**config.mk**
```make
export PLATFORM = sky130hd
export DESIGN_NAME = cisc_opdec
export DESIGN_NICKNAME = d
export VERILOG_FILES = /design/src/rtl/opdec_pkg.sv /design/src/rtl/opdec_imm_logic.sv /design/src/rtl/opdec_misc.sv /design/src/rtl/opdec_qbm.sv /design/src/rtl/opdec_shift.sv /design/src/rtl/cisc_opdec.sv
export SDC_FILE = /design/constraint.sdc
export NUM_CORES = 1
export LEC_CHECK = 0
export BUFFER_PORTS_ARGS = -buffer_cell sky130_fd_sc_hd__buf_4
export CAP_MARGIN = 20
export CORE_MARGIN = 2
export CORE_UTILIZATION = 51
export DETAILED_ROUTE_END_ITERATION = 7
export HOLD_SLACK_MARGIN = 0.1
export MAX_ROUTING_LAYER = met4
export PLACE_DENSITY = 0.78
export SLEW_MARGIN = 10
export SYNTH_ARGS = -nofsm -noshare
export SYNTH_HDL_FRONTEND = slang
export SYNTH_HIERARCHICAL = 1
export SYNTH_SLANG_ARGS = --single-unit
```
**constraint.sdc**
```tcl
create_clock -name clk -period 0.8 [get_ports clk]
set_clock_uncertainty 0.1 [all_clocks]
set_input_delay 0.04 -clock clk [delete_from_list [all_inputs] [get_ports clk]]
set_output_delay 0.04 -clock clk [all_outputs]
set_load 0.05 [all_outputs]
```
**src/rtl/opdec_pkg.sv**
```systemverilog
package opdec_pkg;

    typedef enum logic [5:0] {
        OP_OTHER     = 6'd0,
        OP_ILL_WORD  = 6'd1,
        OP_OR_CC     = 6'd2,
        OP_AND_CC    = 6'd3,
        OP_EOR_CC    = 6'd4,
        OP_OR_SR     = 6'd5,
        OP_AND_SR    = 6'd6,
        OP_EOR_SR    = 6'd7,
        OP_QMOVE     = 6'd8,
        OP_QADD      = 6'd9,
        OP_QSUB      = 6'd10,
        OP_SETCOND   = 6'd11,
        OP_DECBR     = 6'd12,
        OP_BR_ALWAYS = 6'd13,
        OP_BR_SUB    = 6'd14,
        OP_BR_COND   = 6'd15,
        OP_SH_ARITH  = 6'd16,
        OP_SH_LOGIC  = 6'd17,
        OP_SH_ROTX   = 6'd18,
        OP_SH_ROT    = 6'd19,
        OP_BOUNDS    = 6'd20,
        OP_RD_CC     = 6'd21,
        OP_CTL_BASE  = 6'd22,
        OP_LINE_A    = 6'd30,
        OP_LINE_F    = 6'd31,
        OP_INVALID   = 6'd32
    } op_e;

    typedef enum logic [1:0] {
        SZ_BYTE = 2'd0,
        SZ_WORD = 2'd1,
        SZ_LONG = 2'd2,
        SZ_NONE = 2'd3
    } size_e;

    typedef struct packed {
        op_e        op;
        size_e      size;
        logic [1:0] ext;
        logic       illegal;
        logic [3:0] quick;
        logic       shift_left;
        logic       count_reg;
    } dec_t;

    localparam dec_t DEC_OTHER = '{op: OP_OTHER, size: SZ_NONE, ext: 2'd0,
                                   illegal: 1'b0, quick: 4'd0,
                                   shift_left: 1'b0, count_reg: 1'b0};

    localparam dec_t DEC_INVALID = '{op: OP_INVALID, size: SZ_NONE, ext: 2'd0,
                                     illegal: 1'b1, quick: 4'd0,
                                     shift_left: 1'b0, count_reg: 1'b0};

    // three-bit count field where zero stands for eight
    function automatic logic [3:0] quick_of(input logic [2:0] f);
        return (f == 3'd0) ? 4'd8 : {1'b0, f};
    endfunction

endpackage

```
**src/rtl/opdec_imm_logic.sv**
```systemverilog
module opdec_imm_logic
    import opdec_pkg::*;
(
    input  logic [11:0] w,
    output dec_t        dec
);
    always_comb begin
        dec = DEC_OTHER;
        if ((w & 12'h13F) == 12'h03C) begin
            dec = DEC_INVALID;
            if (w[7:6] == 2'b00) begin
                case (w[11:8])
                    4'b0000: dec.op = OP_OR_CC;
                    4'b0010: dec.op = OP_AND_CC;
                    4'b1010: dec.op = OP_EOR_CC;
                    default: dec.op = OP_INVALID;
                endcase
                if (dec.op != OP_INVALID) begin
                    dec.illegal = 1'b0;
                    dec.size    = SZ_BYTE;
                    dec.ext     = 2'd1;
                end
            end else if (w[7:6] == 2'b01) begin
                case (w[11:8])
                    4'b0000: dec.op = OP_OR_SR;
                    4'b0010: dec.op = OP_AND_SR;
                    4'b1010: dec.op = OP_EOR_SR;
                    default: dec.op = OP_INVALID;
                endcase
                if (dec.op != OP_INVALID) begin
                    dec.illegal = 1'b0;
                    dec.size    = SZ_WORD;
                    dec.ext     = 2'd1;
                end
            end
        end
    end
endmodule

```
**src/rtl/opdec_misc.sv**
```systemverilog
module opdec_misc
    import opdec_pkg::*;
#(
    parameter int LVL_W          = 2,
    parameter int CHK_LONG_LEVEL = 2,
    parameter int CC_READ_LEVEL  = 1,
    parameter int RET_DEAL_LEVEL = 1
) (
    input  logic [11:0]      w,
    input  logic [LVL_W-1:0] lvl,
    output dec_t             dec
);
    localparam logic [8:0] CTL_PREFIX = 9'b1110_0111_0;
    localparam logic [2:0] CTL_STOP   = 3'd2;
    localparam logic [2:0] CTL_RETDEA = 3'd4;

    logic [2:0] ctl;
    assign ctl = w[2:0];

    always_comb begin
        dec = DEC_OTHER;
        if (w == 12'hAFC) begin
            dec.op      = OP_ILL_WORD;
            dec.illegal = 1'b1;
        end else if (w[11:3] == CTL_PREFIX) begin
            dec.op = op_e'(6'd22 + {3'b000, ctl});
            if (ctl == CTL_STOP || ctl == CTL_RETDEA)
                dec.ext = 2'd1;
            if (ctl == CTL_RETDEA && int'(lvl) < RET_DEAL_LEVEL)
                dec = DEC_INVALID;
        end else if (w[8] && !w[6]) begin
            dec.op = OP_BOUNDS;
            if (w[7] || int'(lvl) < CHK_LONG_LEVEL)
                dec.size = SZ_WORD;
            else
                dec.size = SZ_LONG;
        end else if (w[11:6] == 6'b001011) begin
            if (int'(lvl) >= CC_READ_LEVEL) begin
                dec.op   = OP_RD_CC;
                dec.size = SZ_WORD;
            end else begin
                dec = DEC_INVALID;
            end
        end
    end
endmodule

```
**src/rtl/opdec_qbm.sv**
```systemverilog
module opdec_qbm
    import opdec_pkg::*;
#(
    parameter int LVL_W          = 2,
    parameter int LONG_BR_LEVEL  = 2
) (
    input  logic [13:0]      w,
    input  logic [LVL_W-1:0] lvl,
    output dec_t             dec
);
    always_comb begin
        dec = DEC_OTHER;
        case (w[13:12])
            2'b01: begin
                if (w[7:6] != 2'b11) begin
                    dec.op    = w[8] ? OP_QSUB : OP_QADD;
                    dec.size  = size_e'(w[7:6]);
                    dec.quick = quick_of(w[11:9]);
                end else if (w[5:3] == 3'b001) begin
                    dec.op  = OP_DECBR;
                    dec.ext = 2'd1;
                end else begin
                    dec.op = OP_SETCOND;
                end
            end
            2'b10: begin
                case (w[11:8])
                    4'd0:    dec.op = OP_BR_ALWAYS;
                    4'd1:    dec.op = OP_BR_SUB;
                    default: dec.op = OP_BR_COND;
                endcase
                if (w[7:0] == 8'h00) begin
                    dec.size = SZ_WORD;
                    dec.ext  = 2'd1;
                end else if (w[7:0] == 8'hFF && int'(lvl) >= LONG_BR_LEVEL) begin
                    dec.size = SZ_LONG;
                    dec.ext  = 2'd2;
                end else begin
                    dec.size = SZ_BYTE;
                end
            end
            2'b11: begin
                if (w[8]) begin
                    dec = DEC_INVALID;
                end else begin
                    dec.op   = OP_QMOVE;
                    dec.size = SZ_LONG;
                end
            end
            default: dec = DEC_OTHER;
        endcase
    end
endmodule

```
**src/rtl/opdec_shift.sv**
```systemverilog
module opdec_shift
    import opdec_pkg::*;
(
    input  logic [11:0] w,
    output dec_t        dec
);
    always_comb begin
        dec = DEC_OTHER;
        if (w[7:6] != 2'b11) begin
            dec.op         = op_e'(6'd16 + {4'b0000, w[4:3]});
            dec.size       = size_e'(w[7:6]);
            dec.shift_left = w[8];
            if (w[5])
                dec.count_reg = 1'b1;
            else
                dec.quick = quick_of(w[11:9]);
        end else if (!w[11]) begin
            dec.op         = op_e'(6'd16 + {4'b0000, w[10:9]});
            dec.size       = SZ_WORD;
            dec.shift_left = w[8];
            dec.quick      = 4'd1;
        end
    end
endmodule

```
**src/rtl/cisc_opdec.sv**
```systemverilog
module cisc_opdec
    import opdec_pkg::*;
#(
    parameter int LVL_W          = 2,
    parameter int CHK_LONG_LEVEL = 2,
    parameter int CC_READ_LEVEL  = 1,
    parameter int RET_DEAL_LEVEL = 1,
    parameter int LONG_BR_LEVEL  = 2
) (
    input  logic             clk,
    input  logic             rst_n,
    input  logic             in_valid,
    input  logic [15:0]      in_word,
    input  logic [LVL_W-1:0] cpu_level,
    output logic             out_valid,
    output logic [5:0]       out_op,
    output logic [1:0]       out_size,
    output logic [3:0]       out_cond,
    output logic [2:0]       out_reg_hi,
    output logic [2:0]       out_mode_lo,
    output logic [2:0]       out_reg_lo,
    output logic [3:0]       out_quick,
    output logic             out_shift_left,
    output logic             out_count_reg,
    output logic [1:0]       out_ext_words,
    output logic             out_illegal,
    output logic             out_line_a,
    output logic             out_line_f
);
    typedef struct packed {
        logic        valid;
        logic [11:0] fld;
        dec_t        dec;
    } state_t;

    localparam state_t STATE_RST = '{valid: 1'b0, fld: 12'd0, dec: DEC_OTHER};

    dec_t   dec_imm, dec_misc, dec_qbm, dec_shift, dec_sel;
    state_t st_d, st_q;

    opdec_imm_logic u_imm (
        .w   (in_word[11:0]),
        .dec (dec_imm)
    );

    opdec_misc #(
        .LVL_W          (LVL_W),
        .CHK_LONG_LEVEL (CHK_LONG_LEVEL),
        .CC_READ_LEVEL  (CC_READ_LEVEL),
        .RET_DEAL_LEVEL (RET_DEAL_LEVEL)
    ) u_misc (
        .w   (in_word[11:0]),
        .lvl (cpu_level),
        .dec (dec_misc)
    );

    opdec_qbm #(
        .LVL_W         (LVL_W),
        .LONG_BR_LEVEL (LONG_BR_LEVEL)
    ) u_qbm (
        .w   (in_word[13:0]),
        .lvl (cpu_level),
        .dec (dec_qbm)
    );

    opdec_shift u_shift (
        .w   (in_word[11:0]),
        .dec (dec_shift)
    );

    // group select on bits 15:12
    always_comb begin
        dec_sel = DEC_OTHER;
        case (in_word[15:12])
            4'h0:             dec_sel = dec_imm;
            4'h4:             dec_sel = dec_misc;
            4'h5, 4'h6, 4'h7: dec_sel = dec_qbm;
            4'hA:             dec_sel.op = OP_LINE_A;
            4'hE:             dec_sel = dec_shift;
            4'hF:             dec_sel.op = OP_LINE_F;
            default:          dec_sel = DEC_OTHER;
        endcase
    end

    always_comb begin
        st_d       = st_q;
        st_d.valid = in_valid;
        if (in_valid) begin
            st_d.fld = in_word[11:0];
            st_d.dec = dec_sel;
        end
    end

    always_ff @(posedge clk or negedge rst_n) begin
        if (!rst_n) st_q <= STATE_RST;
        else        st_q <= st_d;
    end

    assign out_valid      = st_q.valid;
    assign out_op         = st_q.dec.op;
    assign out_size       = st_q.dec.size;
    assign out_cond       = st_q.fld[11:8];
    assign out_reg_hi     = st_q.fld[11:9];
    assign out_mode_lo    = st_q.fld[5:3];
    assign out_reg_lo     = st_q.fld[2:0];
    assign out_quick      = st_q.dec.quick;
    assign out_shift_left = st_q.dec.shift_left;
    assign out_count_reg  = st_q.dec.count_reg;
    assign out_ext_words  = st_q.dec.ext;
    assign out_illegal    = st_q.dec.illegal;
    assign out_line_a     = (st_q.dec.op == OP_LINE_A);
    assign out_line_f     = (st_q.dec.op == OP_LINE_F);

endmodule

```
==> impl_metrics.toml <==
[run_status]
status = "finished with violations"
violations = "hold timing, setup timing"

[timing]
tightestPinTransition_ns = 0.5016
hold_viol_final = 6
fin_crit_ns = 1.665
whs_ns = -0.09009
clock.fmax_ghz = 0.6005
finalSetupViolCount = 60
post-route-period-util = 2.082
rsz0062_at_grt = "true"
maxSlewViolCount = 0
finalWorstSetupSlack_ns = -0.8653
max_slew_margin = 0.6641

[clocking]
clk_pin_slew_ns = 0.12
numCtsBuffers = 3
cts-root-buf = "clkbuf_8"
cts_tree = "done"
cts.sinks = 28
cts_hold_buf = 1
ctsLongestPathBuffers = 2
clk-insertion-delay-late_ns = 0.30
cts-htree-levels = 1

[setup_path]
worstSetupEndpointType = "register"
critical_path.max_stage_delay_ns = 0.38
rr_worst_depth = 3
critPathRequiredTime_ns = 0.91
crit_slowest_cell = "nor3b_4"
crit_path_start_kind = "input port"
cpMostUsedCell = "nor3b_4"
crit_type = "in -> reg"
crit_chain = "buf_12 -> nor3b_4 -> nor3b_4 -> nor3_2 -> a31oi_1 -> a22oi_1 -> o22a_1 -> o221ai_2"
cp_max_fo = 6
cp.arrival_ns = 1.77

[flow_run]
cap_violations = 0

[floorplanning]
die_w_um = 77.13
core_area_um2 = 5140
dieArea_um2 = 5949
start_util = 0.5307
fp-row-count = 26
die-height_um = 77.13
io_pins = 54

[yosys]
netlist.top_cell.by_area = "dfrtp_1"
synth_warnings = 6
yosys-top-cells-area = "dfrtp_1 (24%), buf_4 (8.3%), mux2_2 (4.5%), o22ai_1 (3.0%), a21oi_1 (2.9%)"
netlist_area_um2 = 2728
synth_async_sr_flop_share = 1.000
synth-edff-count = 0
dominantRegCellSynth = "dfrtp_1"
synth_seq_cells = 28
syn_inst = 309
ys_seq_area_frac = 0.2578
synth_cell_types = 68
synth.avg_cell_area_um2 = 8.827
synth_top_area_share = 0.2385

[pwr]
clkPwrFrac = 0.213
leakagePower_nw = 2.131
internal_power_mw = 3.524
comb_power_share = 0.499
pwr-share-seq = 0.288
powerDensity_nw_per_um2 = 1173
p_sw_frac = 0.3839
fin_total_pwr_mw = 5.721
vdd_drop_max_mv = 1.217
netSwitchingPower_mw = 2.196

[route]
drc = 0
via_per_inst = 7.011
ant_nets = 0
drt-total-wl_mm = 14.56
drtIter0Drc = 691
wl_per_cell_um = 27.52
drt-pass1-iter-count = 8
vias = 3709

[global_routing]
grt_max_degree = 29
antenna_found_initial = 0
grt_first_pass_wirelength_mm = 17.17
grt_pass1_vias = 3338
grt.overflow.total = 0
grt_use_total = 0.3753

[place]
io_buffers = 53
post-place-cells = 487
globalplace.congestion = 0.9928
dp.final_hpwl_mm = 6.587

[min_path]
hold_path.class = "in -> reg"
whs_path_depth = 2

[layout]
final_nets = 482
fin_util = 0.9486
drive_gt1_frac = 0.6253
largest_reg_flops = 6
n_antenna_cell = 0
area_growth_pct = 78.76
fin_cells = 529
## power by group through the flow
stage	Combinational (mW)	Sequential, mW	Clock (mW)
after CTS	2.39	1.62	1.14
after global routing	2.90	1.65	1.24
final	2.85	1.65	1.22
after detailed placement	1.95	1.63	0
after floorplan	0.853	2.01	0
after global placement	1.91	1.62	0
## area by class of cell
class,instances,area (um2)
inverters,21,81.33
multi-input cells,235,2153
flip-flops and latches,28,721.9
clock inverters,1,30.03
well taps,70,87.58
clock buffers,3,41.29
fillers,135,264.0
repair buffers,171,1760
## Yosys cell counts, types with 5 or more instances
library cell	number
nor4b_1	8
a21oi_1	16
o22ai_1	13
nand2b_1	7
and2_1	7
o22a_1	8
mux2_1	6
clkbuf_1	5
nor3b_2	6
a31oi_1	8
mux2_2	11
nand2_1	10
a22oi_1	7
buf_2	6
inv_1	20
dfrtp_1	26
nor2_1	14
nor3_1	7
a222oi_1	6
buf_4	30
## metrics by stage
| stage | setup slack (ns) | instance area (um2) | setup TNS [ns] |
|---|---|---|---|
| after global placement | -0.8300 | 3724 | -14.73 |
| after global routing | -0.8409 | 4876 | -21.48 |
| after floorplan | -0.6422 | 2999 | -10.64 |
| final | -0.8653 | 4876 | -20.82 |
| after detailed placement | -0.8966 | 3724 | -15.36 |
| after CTS | -0.6042 | 4486 | -16.48 |
## cells by family after synthesis
group | after synthesis | synth area share
compound gates | 82 | 0.2174
xor+xnor | 1 | 0.003212
fa+ha+maj | 1 | 0.004586
buf+inv | 67 | 0.1482
flops | 28 | 0.2578
mux | 23 | 0.09587
other cells | 4 | 0.005503
simple gates | 103 | 0.2674
## worst max-delay path: cells and delay by family
family,cells,cell delay [ns]
compound gates,4,0.90
simple gates,3,0.70
buf+inv,1,0.12
## layout by cell type, fill, tap and decap left out, types with 6 or more instances in the layout
cell	netlist	layout
buf_6	4	47
inv_1	20	20
buf_12	0	8
dfrtp_2	0	15
mux2_4	2	13
nand2_1	10	7
buf_8	0	23
buf_4	30	91
a21oi_1	16	10
o22ai_1	13	7
a222oi_1	6	6
nor2_1	14	11
conb_1	4	25
dfrtp_1	26	11
nor3b_4	1	7
o22a_1	8	8
a31oi_1	8	6
o22ai_2	1	7
## metal layers
layer	vias up	GRT usage	routed length, um
met2	437	0.6391	6501
met4	0	0.1964	1265
met5	-	-	0
met3	158	0.07412	1906
li1	1407	-	-
met1	1707	0.4143	4886
## final timing paths
| kind | from | endpoint | slack (ns) |
|---|---|---|---|
| setup / recovery | in_word[7] | out_op[4] | -0.87 |
| hold / removal | in_word[0] | out_reg_lo[0] | -0.09 |
| setup reg to reg | out_quick[2] | out_quick[2] | -0.35 |
| hold reg to reg | out_cond[3] | out_cond[3] | 0.45 |
| max in group asynchronous | rst_n | out_size[1] | 0.18 |
| min in group asynchronous | rst_n | out_quick[2] | 0.09 |
## what timing repair did
action / CTS / global route
endpoints found under the setup margin: 60 / 60
cloned: 2 / 0
gates resized for setup: 130 / 53
setup buffers: 17 / 23
pin swaps: 38 / 46
hold endpoints to repair: 43 / 12
(Power assumes the default switching activity.)
